### src/rtl/efc_pkg.sv
// Package: shared types for the filtered event counter.
// Assumes: edge_mode codes are fixed by the external register layout.
package efc_pkg;
    typedef enum logic [1:0] {
        EDGE_RISE  = 2'b00,
        EDGE_FALL  = 2'b01,
        EDGE_BOTH  = 2'b10,
        EDGE_BOTH2 = 2'b11
    } edge_mode_t;
endpackage

### src/rtl/efc_sampler.sv
// Module: input synchronizer plus sampling prescaler.
// Produces the synchronized pin level and a one-cycle sample strobe.
// Assumes: the oscillator clock equals the system clock; code 0 strobes
// every cycle, code k>0 strobes once per 2**(BASE_SHIFT+k-1) cycles.
module efc_sampler #(
    parameter int BASE_SHIFT = 5
) (
    input  logic       clk,
    input  logic       rst_n,
    input  logic       pin,
    input  logic [1:0] samp_sel,
    output logic       samp,
    output logic       strobe
);
    localparam int PRE_W = BASE_SHIFT + 2;

    logic [1:0]       sync_q;
    logic [PRE_W-1:0] div_q;

    // Two-flop synchronizer for the asynchronous pin.
    always_ff @(posedge clk) begin
        if (!rst_n) sync_q <= '0;
        else        sync_q <= {sync_q[0], pin};
    end

    assign samp = sync_q[1];

    // Free-running prescaler counter.
    always_ff @(posedge clk) begin
        if (!rst_n) div_q <= '0;
        else        div_q <= div_q + 1'b1;
    end

    // Strobe when the selected low bits of the prescaler are all ones.
    always_comb begin
        strobe = 1'b1;
        if (samp_sel != 2'd0) begin
            for (int i = 0; i < PRE_W; i++) begin
                if (i < BASE_SHIFT + int'(samp_sel) - 1 && !div_q[i])
                    strobe = 1'b0;
            end
        end
    end

    // in a divided rate, strobes are never adjacent.
    p_strobe_spacing_r1: assert property (@(posedge clk) disable iff (!rst_n)
        (strobe && samp_sel != 2'd0 && $stable(samp_sel)) |=> !strobe);
endmodule

### src/rtl/efc_filter.sv
// Module: three-sample level filter and edge detector.
// Keeps the last two samples; a level is accepted when the current sample
// and both stored ones agree. Emits one-cycle rise/fall pulses.
// Assumes: strobe is a one-cycle qualifier in the same clock domain.
module efc_filter (
    input  logic clk,
    input  logic rst_n,
    input  logic samp,
    input  logic strobe,
    output logic level,
    output logic rise_p,
    output logic fall_p
);
    logic [1:0] hist_q;
    logic       level_q;
    logic       rise_q;
    logic       fall_q;

    // Shift samples on the strobe and update the accepted level.
    always_ff @(posedge clk) begin
        if (!rst_n) begin
            hist_q  <= 2'b00;
            level_q <= 1'b0;
            rise_q  <= 1'b0;
            fall_q  <= 1'b0;
        end else begin
            rise_q <= 1'b0;
            fall_q <= 1'b0;
            if (strobe) begin
                hist_q <= {hist_q[0], samp};
                if (!level_q && samp && hist_q == 2'b11) begin
                    level_q <= 1'b1;
                    rise_q  <= 1'b1;
                end else if (level_q && !samp && hist_q == 2'b00) begin
                    level_q <= 1'b0;
                    fall_q  <= 1'b1;
                end
            end
        end
    end

    assign level  = level_q;
    assign rise_p = rise_q;
    assign fall_p = fall_q;

    // the accepted level changes only on a sampling strobe.
    p_level_on_strobe_r2: assert property (@(posedge clk) disable iff (!rst_n)
        !strobe |=> $stable(level_q));
    // a rising level follows three high samples.
    p_rise_three_r3: assert property (@(posedge clk) disable iff (!rst_n)
        $rose(level_q) |-> ($past(samp) && $past(hist_q) == 2'b11));
    // a falling level follows three low samples.
    p_fall_three_r3: assert property (@(posedge clk) disable iff (!rst_n)
        $fell(level_q) |-> (!$past(samp) && $past(hist_q) == 2'b00));
    // edge pulses last one cycle.
    p_edge_single_r5: assert property (@(posedge clk) disable iff (!rst_n)
        (rise_q || fall_q) |=> !(rise_q || fall_q));
endmodule

### src/rtl/efc_counter.sv
// Module: up counter with synchronous clear and wrap flag.
// Clear has priority over the increment enable.
// Assumes: inc is a one-cycle pulse per event.
module efc_counter #(
    parameter int CNT_W = 16
) (
    input  logic             clk,
    input  logic             rst_n,
    input  logic             inc,
    input  logic             clear,
    output logic [CNT_W-1:0] count,
    output logic             ovf
);
    localparam logic [CNT_W-1:0] TOP = '1;

    logic [CNT_W-1:0] cnt_q;
    logic             ovf_q;

    // Count, clear and flag the wrap.
    always_ff @(posedge clk) begin
        if (!rst_n) begin
            cnt_q <= '0;
            ovf_q <= 1'b0;
        end else begin
            ovf_q <= 1'b0;
            if (clear) begin
                cnt_q <= '0;
            end else if (inc) begin
                cnt_q <= cnt_q + 1'b1;
                ovf_q <= (cnt_q == TOP);
            end
        end
    end

    assign count = cnt_q;
    assign ovf   = ovf_q;

    // an enable adds exactly one.
    p_inc_by_one_r5: assert property (@(posedge clk) disable iff (!rst_n)
        (inc && !clear) |=> (cnt_q == $past(cnt_q) + 1'b1));
    // clear zeroes the count, even with a coincident enable.
    p_clear_zero_r6: assert property (@(posedge clk) disable iff (!rst_n)
        clear |=> (cnt_q == '0 && !ovf_q));
    // wrap lands on zero with the flag raised.
    p_wrap_flag_r7: assert property (@(posedge clk) disable iff (!rst_n)
        (inc && !clear && cnt_q == TOP) |=> (ovf_q && cnt_q == '0));
    // the flag only appears with a zero count.
    p_flag_zero_r7: assert property (@(posedge clk) disable iff (!rst_n)
        ovf_q |-> cnt_q == '0);
    // reset leaves the counter at zero.
    p_reset_r9: assert property (@(posedge clk)
        !rst_n |=> (cnt_q == '0 && !ovf_q));
endmodule

### src/rtl/evt_filter_counter.sv
// Module: top of the filtered event counter.
// Chains sampler, filter and counter; picks edges by mode and gates the
// count on the source select.
// Assumes: configuration inputs are quasi-static, driven by a register block.
module evt_filter_counter #(
    parameter int          CNT_W      = 16,
    parameter int          BASE_SHIFT = 5,
    parameter logic [3:0]  EXT_SRC    = 4'hE
) (
    input  logic             clk,
    input  logic             rst_n,
    input  logic             evt_in,
    input  logic [1:0]       samp_sel,
    input  logic [1:0]       edge_mode,
    input  logic [3:0]       src_sel,
    input  logic             clear,
    output logic [CNT_W-1:0] count,
    output logic             ovf
);
    import efc_pkg::*;

    logic       samp;
    logic       strobe;
    logic       level;
    logic       rise_p;
    logic       fall_p;
    logic       edge_hit;
    logic       inc;
    edge_mode_t mode;

    assign mode = edge_mode_t'(edge_mode);

    efc_sampler #(.BASE_SHIFT(BASE_SHIFT)) u_sampler (
        .clk(clk), .rst_n(rst_n), .pin(evt_in), .samp_sel(samp_sel),
        .samp(samp), .strobe(strobe)
    );

    efc_filter u_filter (
        .clk(clk), .rst_n(rst_n), .samp(samp), .strobe(strobe),
        .level(level), .rise_p(rise_p), .fall_p(fall_p)
    );

    // Select which filtered edges count.
    always_comb begin
        unique case (mode)
            EDGE_RISE: edge_hit = rise_p;
            EDGE_FALL: edge_hit = fall_p;
            default:   edge_hit = rise_p | fall_p;
        endcase
    end

    // Gate counting on the external source select.
    assign inc = edge_hit && (src_sel == EXT_SRC);

    efc_counter #(.CNT_W(CNT_W)) u_counter (
        .clk(clk), .rst_n(rst_n), .inc(inc), .clear(clear),
        .count(count), .ovf(ovf)
    );

    // with another source selected the count holds.
    p_src_hold_r8: assert property (@(posedge clk) disable iff (!rst_n)
        (src_sel != EXT_SRC && !clear) |=> $stable(count));
    // rising-only mode ignores falling edges.
    p_rise_only_r4: assert property (@(posedge clk) disable iff (!rst_n)
        (mode == EDGE_RISE && fall_p && !clear) |=> $stable(count));
    // filtered level starts low after reset.
    p_level_reset_r9: assert property (@(posedge clk)
        !rst_n |=> !level);
endmodule

### config.mk
export PLATFORM = sky130hd
export DESIGN_NAME = evt_filter_counter
export DESIGN_NICKNAME = d
export VERILOG_FILES = /design/src/rtl/efc_pkg.sv /design/src/rtl/efc_sampler.sv /design/src/rtl/efc_filter.sv /design/src/rtl/efc_counter.sv /design/src/rtl/evt_filter_counter.sv
export SDC_FILE = /design/constraint.sdc
export NUM_CORES = 1
export LEC_CHECK = 0
export ABC_AREA = 0
export CAP_MARGIN = 20
export CORE_UTILIZATION = 53
export CTS_BUF_LIST = sky130_fd_sc_hd__clkbuf_8
export DETAILED_ROUTE_END_ITERATION = 12
export PLACE_DENSITY = 0.92
export SYNTH_ARGS = -nofsm -noshare
export SYNTH_HDL_FRONTEND = slang
export SYNTH_SLANG_ARGS = --single-unit
### constraint.sdc
create_clock -name clk -period 2 [get_ports clk]
set_clock_uncertainty 0.15 [all_clocks]
set_input_delay 0.4 -clock clk [delete_from_list [all_inputs] [get_ports clk]]
set_output_delay 0.4 -clock clk [all_outputs]
set_load 0.01 [all_outputs]
==> out/qor_table.md <==
| Quantity | Value | Unit |
|:---|:---|:---|
| Detailed Place HPWL | 2064 | um |
| Count of antenna-violating nets left after detailed routing | 0 | - |
| Cells after Synth | 154 | - |
| Number of top-level design ports | 29 | - |
| Number of clock sinks | 31 | - |
| GPL Wtd Cong | 0.7944 | - |
| Most used flip-flop cell after synthesis | dfxtp_1 | - |
| Final critical path time including I/O delays and setup | 1.899 | ns |
| Clock latency reported for the late side of the worst-skew pair | 0.28 | ns |
| Drt initial violations | 13 | - |
| CTS Buf Count | 5 | - |
| Clock slew at reported path FFs | 0.06 | ns |
| Deepest clock path buffer count | 2 | - |
| Worst voltage drop across the vdd grid | 0.0006997 | V |
| First-pass GRT wire length | 4609 | um |
| Drt drc | 0 | - |
| Bufs and invs on worst path | 2 | - |
| Type of destination of the critical path | register | - |
| Post-synthesis instance area | 1445 | sq um |
| Post-Synthesis Net Count | 172 | - |
| Sequential group share of total power | 0.527 | - |
| Pin count of the biggest net entering global routing | 18 | - |
| Cell-internal power | 942.7 | uW |
| Port-buffer cells | 28 | - |
| Count of hold buffers inserted by post-cts repair | 0 | - |
| Cell accounting for the most synthesized area | dfxtp_1 | - |
| Pins over their slew limit | 0 | - |
| Top area cells in the synthesized netlist | dfxtp_1, xor2_1, ha_1 | - |
| Die width | 54.22 | um |
| Initial Util | 0.5729 | - |
| Aggregate routed wire length | 2840 | um |
| Area inside the core boundary | 2522 | sq um |
| List of most frequent post-synthesis cells | dfxtp_1, nor2_1, xor2_1, nand3_1 | - |
| Kind of start point of the critical path | primary input | - |
| H-tree depth reported by CTS | 2 | - |
| Number of inserted diodes | 0 | - |
| RSZ-0062 raised after global routing | no | - |
| Layout Area Growth over Synthesis | 34.98 | % |
| Library cell with the highest instance count after synthesis | dfxtp_1 | - |
| Outcome | finished clean | - |
| Die area | 2939 | sq um |
| Vias in the first global route | 1125 | - |
| Die Y-Extent | 54.22 | um |
| Leakage power of the design | 0.0007365 | uW |
| Highest clock frequency the design can meet | 526.5 | MHz |
| Sw Pwr | 256.4 | uW |
| Number of max-cap violations | 0 | - |
| Final setup viols | 0 | - |
| Count of cell types in the netlist | 38 | - |
| Buffer type at the clock tree root | clkbuf_8 | - |
| Total power after layout | 1199 | uW |
| Number of nets in the final layout | 215 | - |
| Combinational Power Share | 0.067 | - |
| Cell type group with the largest total delay on the critical path | buffers and inverters | - |
| Final Hold Vio Count | 0 | - |
| Mean number of vias per cell | 5.282 | - |
| Fraction of synthesis flops using an asynchronous set or reset pin | 0 | - |
| Ratio of cells with drive above 1 in the final layout | 0.1675 | - |
| Yosys top cell area share | 0.4294 | - |
| Final instance count without filler cells | 227 | - |
| Share of the cycle needed by the critical path after routing | 0.9497 | - |
| CP arrival | 1.92 | ns |
| Switching Share | 0.2138 | - |
| Pin slew with the least headroom to its limit | 0.3170 | ns |
| Total of warnings raised by yosys | 0 | - |
| Worst setup path category | in2reg | - |
| Data required time at the worst endpoint | 2.02 | ns |
| Number of synthesized register bits | 31 | - |
| Placed Instances | 220 | - |
| CP max stage delay | 0.49 | ns |
| Syn Area/Cell | 9.384 | sq um |
| Detailed-route via count | 1199 | - |
| Critical path fanouts, max | 6 | - |
| Number of antenna violations at the first check in global routing | 0 | - |
| Worst min-delay path category | reg2reg | - |
| Critical path cell sequence | clkdlybuf4s50_1 > mux2_2 > o21a_4 > buf_4 > nand3_1 > xor2_1 > nor2_1 | - |
| Wirelength per Cell | 12.51 | um |
| TritonRoute pass-1 iters | 4 | - |
| Number of enable flip-flop cells after synthesis | 0 | - |
| Power per Cell Area | 614.7 | nW/um^2 |
| Seq/Total Area, Yosys | 0.4294 | - |
| FILL cells | 183 | - |
| TritonCTS clock tree | yes | - |
| Clock network power share | 0.406 | - |
| Hold Slack | 0.3002 | ns |
| Overall track demand over capacity in global routing | 0.2219 | - |
| Headroom to the max-slew limit | 0.7886 | - |
| Critical Path Slowest Stage Cell | clkdlybuf4s50_1 | - |
| Total gr overflow | 0 | - |
| Row count | 18 | - |
## layout by cell type (no fill, tap or decap), types with 4 or more instances in the layout
| cell type | synthesis | final |
|---|---|---|
| dfxtp_1 | 31 | 31 |
| clkdlybuf4s50_1 | 0 | 26 |
| nor2_1 | 15 | 15 |
| buf_4 | 0 | 13 |
| xor2_1 | 11 | 11 |
| nand3_1 | 8 | 8 |
| and2_1 | 7 | 7 |
| nand4_1 | 7 | 7 |
| clkbuf_8 | 0 | 6 |
| xnor2_1 | 5 | 5 |
| nor2b_1 | 5 | 5 |
| o21ai_0 | 5 | 5 |
| nand2_1 | 5 | 5 |
| inv_1 | 6 | 4 |
| nand2b_1 | 4 | 4 |
| or3_1 | 4 | 4 |
| a21oi_1 | 4 | 4 |
| ha_1 | 6 | 4 |
## worst paths after layout
check	start	endpoint	slack, ns	depth (start not counted)
max reg2reg	u_counter.count[2]	u_counter.count[13]	0.24	5
min reg2reg	u_sampler.sync_q[0]	u_sampler.sync_q[1]	0.30	1
min	u_sampler.sync_q[0]	u_sampler.sync_q[1]	0.30	1
max	edge_mode[0]	u_counter.count[5]	0.10	7
## sequential cells by signal, summed over array words and instances, names as in the netlist
signal            cells
u_filter.rise_p       1
u_counter.ovf         1
u_sampler.div_q       7
u_filter.level        1
u_filter.fall_p       1
u_sampler.sync_q      2
u_filter.hist_q       2
u_counter.count      16
## power groups by stage
stage	clock, uW	combinational (uW)	sequential, uW
6_report	487	80.3	632
5_1_grt	516	88.9	633
4_1_cts	490	79.2	632
3_5_place_dp	0	76.9	645
3_3_place_gp	0	72.2	644
2_1_floorplan	0	33.3	644
## cells by family (layout without fill, tap and decap cells)
kind of cell | after synthesis | in the layout | share of synthesized area
flops | 31 | 31 | 0.4294
compound gates | 20 | 20 | 0.09697
fa+ha+maj | 6 | 6 | 0.05195
xor+xnor | 16 | 16 | 0.09697
mux | 4 | 4 | 0.02857
buf+inv | 12 | 55 | 0.04242
simple gates | 65 | 65 | 0.2537
## layout make-up
| class | count | area [sq um] | share of cell area |
|---|---|---|---|
| repair buffers | 42 | 390.4 | 0.2001 |
| clock inverters | 1 | 5.005 | 0.002566 |
| multi-input cells | 111 | 792.0 | 0.4060 |
| well taps | 30 | 37.54 | 0.01924 |
| flip-flops and latches | 31 | 620.6 | 0.3182 |
| clock buffers | 6 | 82.58 | 0.04233 |
| inverters | 6 | 22.52 | 0.01155 |
## per-stage QoR
stage	worst slack [ns]	util	TNS, ns	instance area, sq um
2_1_floorplan	0.1985	-	0	1445
3_3_place_gp	-0.2524	0.7252	-3.310	1829
3_5_place_dp	-0.3449	0.7252	-4.199	1829
4_1_cts	0.01660	0.7644	0	1928
5_1_grt	0.02829	0.7733	0	1951
6_report	0.1006	0.7733	0	1951
## layer usage
| layer | track usage | part of all wire |
|---|---|---|
| met5 | 0 | 0 |
| met4 | 0.07692 | 0.015 |
| met2 | 0.4106 | 0.53 |
| met1 | 0.2401 | 0.42 |
| met3 | 0.05833 | 0.030 |
## repair_timing
item	4_1_cts	5_1_grt
setup endpoints to repair	5	14
pin swaps	2	1
setup buffers	0	0
gates resized for setup	3	7
endpoints found under the hold margin	0	0
No activity file was read; power rests on OpenSTA's default activity.
